$ cat src/rtl/spi_word_pkg.sv
package spi_word_pkg;
    typedef enum logic [2:0] {
        ST_IDLE,
        ST_LEAD,
        ST_SHIFT,
        ST_TRAIL,
        ST_FIN
    } xfer_state_t;
endpackage

$ cat src/rtl/spi_len_sel.sv
// Resolves the per-command word length from the flag and the length code.
module spi_len_sel #(
    parameter int LEN_W    = 4,
    parameter int DEF_BITS = 8,
    parameter int MAX_BITS = 16,
    parameter int CW       = $clog2(MAX_BITS + 1)
) (
    input  logic             len_sel,
    input  logic [LEN_W-1:0] len_val,
    output logic [CW-1:0]    nbits
);
    always_comb begin
        if (!len_sel)
            nbits = CW'(DEF_BITS);
        else if (len_val == '0)
            nbits = CW'(MAX_BITS);      // code 0 means the full word
        else if (int'(len_val) < DEF_BITS)
            nbits = CW'(DEF_BITS);      // reserved codes fall back
        else
            nbits = CW'(len_val);
    end
endmodule

$ cat src/rtl/spi_shifter.sv
// Transmit and receive shift registers, MSB first, receive right-justified.
module spi_shifter #(
    parameter int W  = 16,
    parameter int CW = $clog2(W + 1)
) (
    input  logic          clk,
    input  logic          rst_n,
    input  logic          load,
    input  logic [CW-1:0] nbits,
    input  logic [W-1:0]  tx_word,
    input  logic          shift_en,
    input  logic          sample_en,
    input  logic          miso,
    output logic          mosi,
    output logic [W-1:0]  rx_word
);
    logic [W-1:0] tx_sr;
    logic [W-1:0] rx_sr;

    always_ff @(posedge clk or negedge rst_n) begin
        if (!rst_n) begin
            tx_sr <= '0;
            rx_sr <= '0;
        end else if (load) begin
            tx_sr <= tx_word << (W - int'(nbits));
            rx_sr <= '0;
        end else begin
            if (shift_en)
                tx_sr <= {tx_sr[W-2:0], 1'b0};
            if (sample_en)
                rx_sr <= {rx_sr[W-2:0], miso};
        end
    end

    assign mosi    = tx_sr[W-1];
    assign rx_word = rx_sr;
endmodule

$ cat src/rtl/spi_word_master.sv
module spi_word_master
    import spi_word_pkg::*;
#(
    parameter int DIV_W    = 8,
    parameter int DLY_W    = 7,
    parameter int LEN_W    = 4,
    parameter int WORD_W   = 16,
    parameter int DEF_BITS = 8
) (
    input  logic              clk,
    input  logic              rst_n,
    input  logic [DIV_W-1:0]  div_val,
    input  logic [DLY_W-1:0]  dly_val,
    input  logic [LEN_W-1:0]  len_val,
    input  logic              cpol,
    input  logic              cpha,
    input  logic              start,
    input  logic              dly_sel,
    input  logic              len_sel,
    input  logic [WORD_W-1:0] tx_word,
    input  logic              miso,
    output logic              sck,
    output logic              mosi,
    output logic              cs_n,
    output logic [WORD_W-1:0] rx_word,
    output logic              done
);
    localparam int CW    = $clog2(WORD_W + 1);
    localparam int EW    = $clog2(2 * WORD_W + 1);
    localparam int CNT_W = (DIV_W > DLY_W) ? DIV_W : DLY_W;

    xfer_state_t       state, state_nx;
    logic [CNT_W-1:0]  cnt;
    logic [EW-1:0]     edge_cnt;
    logic [EW-1:0]     next_edge;
    logic [DIV_W-1:0]  div_q;
    logic [CW-1:0]     nbits_q;
    logic [CW-1:0]     nbits_w;
    logic              cpha_q;
    logic              sck_q;
    logic              accept;
    logic              cnt_hit;
    logic              edge_go;
    logic              last_edge;
    logic              sample_en;
    logic              shift_en;
    logic [CNT_W-1:0]  lead_load;

    spi_len_sel #(
        .LEN_W(LEN_W), .DEF_BITS(DEF_BITS), .MAX_BITS(WORD_W), .CW(CW)
    ) u_len (
        .len_sel(len_sel), .len_val(len_val), .nbits(nbits_w)
    );

    assign accept    = (state == ST_IDLE) && start && (div_val >= DIV_W'(2));
    assign cnt_hit   = (cnt == CNT_W'(1));
    assign edge_go   = ((state == ST_LEAD) || (state == ST_SHIFT)) && cnt_hit;
    assign next_edge = edge_cnt + 1'b1;
    assign last_edge = (next_edge == EW'({nbits_q, 1'b0}));
    assign sample_en = edge_go && (next_edge[0] ^ cpha_q);
    assign shift_en  = edge_go && !(next_edge[0] ^ cpha_q) && (next_edge != EW'(1));
    assign lead_load = !dly_sel        ? CNT_W'(div_val) :
                       (dly_val == '0) ? CNT_W'(1)       : CNT_W'(dly_val);

    // state register
    always_ff @(posedge clk or negedge rst_n) begin
        if (!rst_n)
            state <= ST_IDLE;
        else
            state <= state_nx;
    end

    // transitions
    always_comb begin
        state_nx = state;
        unique case (state)
            ST_IDLE:  if (accept)                state_nx = ST_LEAD;
            ST_LEAD:  if (cnt_hit)               state_nx = ST_SHIFT;
            ST_SHIFT: if (cnt_hit && last_edge)  state_nx = ST_TRAIL;
            ST_TRAIL: if (cnt_hit)               state_nx = ST_FIN;
            ST_FIN:                              state_nx = ST_IDLE;
            default:                             state_nx = ST_IDLE;
        endcase
    end

    // timing datapath: half-period counter, edge counter, captured command
    always_ff @(posedge clk or negedge rst_n) begin
        if (!rst_n) begin
            cnt      <= '0;
            edge_cnt <= '0;
            div_q    <= '0;
            nbits_q  <= '0;
            cpha_q   <= 1'b0;
            sck_q    <= 1'b0;
        end else if (accept) begin
            div_q    <= div_val;
            nbits_q  <= nbits_w;
            cpha_q   <= cpha;
            cnt      <= lead_load;
            edge_cnt <= '0;
            sck_q    <= cpol;
        end else if ((state == ST_LEAD) || (state == ST_SHIFT) || (state == ST_TRAIL)) begin
            cnt <= cnt_hit ? CNT_W'(div_q) : cnt - 1'b1;
            if (edge_go) begin
                sck_q    <= ~sck_q;
                edge_cnt <= next_edge;
            end
        end
    end

    spi_shifter #(.W(WORD_W), .CW(CW)) u_shift (
        .clk(clk), .rst_n(rst_n), .load(accept), .nbits(nbits_w),
        .tx_word(tx_word), .shift_en(shift_en), .sample_en(sample_en),
        .miso(miso), .mosi(mosi), .rx_word(rx_word)
    );

    // outputs
    always_comb begin
        cs_n = !((state == ST_LEAD) || (state == ST_SHIFT) || (state == ST_TRAIL));
        done = (state == ST_FIN);
        sck  = ((state == ST_IDLE) || (state == ST_FIN)) ? cpol : sck_q;
    end
endmodule

$ cat config.mk
export PLATFORM = sky130hd
export DESIGN_NAME = spi_word_master
export DESIGN_NICKNAME = d
export VERILOG_FILES = /design/src/rtl/spi_word_pkg.sv /design/src/rtl/spi_len_sel.sv /design/src/rtl/spi_shifter.sv /design/src/rtl/spi_word_master.sv
export SDC_FILE = /design/constraint.sdc
export NUM_CORES = 1
export LEC_CHECK = 0
export BUFFER_PORTS_ARGS = -buffer_cell sky130_fd_sc_hd__buf_4
export CORE_ASPECT_RATIO = 1.25
export CORE_MARGIN = 2
export CORE_UTILIZATION = 40
export DETAILED_ROUTE_END_ITERATION = 10
export PLACE_DENSITY = 0.62
export SYNTH_ARGS = -nofsm -noshare
export SYNTH_HDL_FRONTEND = slang
export SYNTH_SLANG_ARGS = --single-unit
$ cat constraint.sdc
create_clock -name clk -period 6.64 [get_ports clk]
set_clock_uncertainty 0.15 [all_clocks]
set_input_delay 0.664 -clock clk [delete_from_list [all_inputs] [get_ports clk]]
set_output_delay 0.664 -clock clk [all_outputs]
set_load 0.01 [all_outputs]
==> results.tsv <==
metric	value	unit
n_antenna_cell	0	
grt_total_usage	0.199	
synth-edff-count	0	
cp_max_stage_delay	0.78	ns
ctsRootBufferMaster	clkbuf_16	
cts_tree	built	
maxSlewHeadroom	0.328	
crit_type	input port to register	
area_growth_syn_to_layout	19.5	%
number_of_buffers_on_the_longest_clock_path	2	
fin_total_pwr	1870	uW
worstReg2RegStart	cnt[5]	
regToRegSetupSlack	3.67	ns
leak	0.00227	uW
setup.worst_path.start_class	input port	
setup_violations	0	
postCtsHoldBufs	0	
grt_max_degree	65	
via_count	3908	
core_area	0.0105	mm^2
dieArea	0.0116	mm^2
synth.ff_latch_count	64	
synth-warning-count	0	
detail_route.first_pass.iterations	7	
run_status	finished clean	
critical_path_peak_fanout	23	
vdd_ir_drop_max	0.104	mV
route.detailed.wl_per_inst	15.7	um
clock_latency	0.33	ns
std_cell_rows	42	
worstPathRequired	6.67	ns
utilization	0.487	
seq_area_frac_synth	0.374	
layout.cells.most_common_list	nand2_1, buf_4, dfrtp_1	
postSynthAreaPerCell	8.35	um^2
cpLargestDelayFamily	XOR/XNOR gates	
slowest_stage	xor2_2	
critical_path_cell_by_cell	buf_4, and3_1, inv_2, ha_1, xor2_2, mux2i_1, o22ai_1, o2111ai_1, o211ai_1	
cts_repair_resize_count	0	
syn_inst	513	
ratio_of_routed_vias_to_standard_cells	5.66	
totalWireLength	10900	um
global_route_wire_length_before_repair	18200	um
hold_path.class	input port to async pin	
clk_transition_reported_paths	0.05	ns
dieHeight	120	um
detailed_place_hpwl	7960	um
critPathBufInv	2	
grt_pass1_vias	3775	
synthFlopType	dfrtp_1	
cts_max_level	3	
cts_buffers	9	
tns	0	ns
synthesis.area	0.00428	mm^2
most_common_cell_after_layout_fill_and_taps_aside	nand2_1	
tightest_slew	1.00	ns
reg2regPathDepth	6	
count_of_unique_library_cells_instantiated_by_yosys	64	
worstSetupEndpointType	register	
finalWeightedCongestion	0.865	
worst_r2r_endpoint	u_shift.rx_word[1]	
drv_cap	0	
drc	0	
number_of_failing_hold_endpoints_at_the_final_stage	0	
slew_violations	0	
total_grt_overflow	0	
drt_first_iter_violations	166	
grt_setup_unrepaired	no	
critical_path_arrival	3.79	ns
cts.repair_timing.setup_buffer_count	0	
design.portCount	63	
antenna_violating_nets_post_route	0	
final.period_utilization	0.565	
cts.sink_count	64	
timing.hold.ws	0.267	ns
grt_antenna_before_repair	0	
asyncSetResetFlopFracSynth	1.00	
initial_utilization	0.408	
post-route-min-period	3.75	ns
die_width	96.6	um
power.density	366	mW/mm^2
final_layout_size_suffix_gt1_frac	0.179	
highest_attainable_clock_frequency	0.266	GHz
synthesis.nets	561	
port_buffers	62	
finalNetCount	602	
==> layout make-up <==
cell class / count / area, um^2
Clock buffer: 10 / 229
Clock inverter: 6 / 108
Inverter: 12 / 45.0
Fill cell: 1043 / 5390
Tap cell: 132 / 165
Multi-Input combinational cell: 401 / 2470
Timing Repair Buffer: 66 / 495
Sequential cell: 64 / 1600
==> stage by stage <==
| stage | area [um^2] | instances | worst slack [ns] |
|---|---|---|---|
| after floorplan | 4280 | 513 | 3.31 |
| final | 5120 | 691 | 2.89 |
| after CTS | 5120 | 691 | 2.94 |
| after detailed placement | 4780 | 675 | 2.55 |
| after global routing | 5120 | 691 | 2.62 |
| after global placement | 4780 | 675 | 2.69 |
==> registers in the layout, summed over array words and instances, names as in the netlist <==
name             count
div_q                8
cpha_q               1
sck_q                1
u_shift.tx_sr       16
state                3
nbits_q              5
u_shift.rx_word     16
edge_cnt             6
cnt                  8
==> synth_stat cells, drive strengths merged (5+ instances only) <==
cell    count  area (um^2)
o221ai      7         61.3
nor2       44          168
a21oi      45          225
nor3       15         80.1
nor4        5         46.3
xnor2       7         68.8
xor2        6         60.1
nand2b      6         37.5
inv        12         45.0
buf        16         88.8
o21ai      40          200
and3        5         31.3
mux2i      33          330
or3         5         31.3
nand3       9         45.0
clkbuf     20         75.1
nand2      90          338
o22ai       9         56.3
ha          5         62.6
mux2        9          105
dfrtp      64         1600
==> worst max path at each step <==
stage / start / end / cells after the start / slack, ns
detailed placement: len_val[3] / u_shift.tx_sr[15] / 9 / 2.55
global placement: len_val[0] / u_shift.tx_sr[12] / 9 / 2.69
global route: len_val[3] / u_shift.tx_sr[9] / 9 / 2.62
CTS: len_val[3] / u_shift.tx_sr[15] / 9 / 2.94
floorplan: len_sel / u_shift.tx_sr[15] / 13 / 3.31
finish: len_val[3] / u_shift.tx_sr[12] / 9 / 2.89
==> worst register-to-register path: stages (launching register included) <==
cell,delay [ns]
dfrtp_1,0.44
nor4_4,0.33
and4bb_1,0.53
nand2_1,0.31
nor2_1,0.84
nand2_1,0.13
a21oi_1,0.16
==> power by group <==
part | total (uW) | switching (uW) | internal, uW | leakage, uW
clock | 535 | 170 | 365 | 0.000162
combinational | 599 | 291 | 307 | 0.00130
sequential | 738 | 170 | 568 | 0.000808
total | 1870 | 631 | 1240 | 0.00227
==> metal layers <==
metal / share of wire / track usage
met5: 0 / 0
met4: 0.036 / 0.104
met3: 0.038 / 0.0213
met2: 0.48 / 0.328
met1: 0.45 / 0.253
==> cells by family after synthesis <==
kind of cell / after synthesis / synth area share
simple gates: 199 / 0.217
mux: 43 / 0.107
buf+inv: 48 / 0.0488
xor+xnor: 13 / 0.0301
compound gates: 141 / 0.209
flops: 64 / 0.374
fa+ha+maj: 5 / 0.0146
Power figures use the tool's default switching activity.
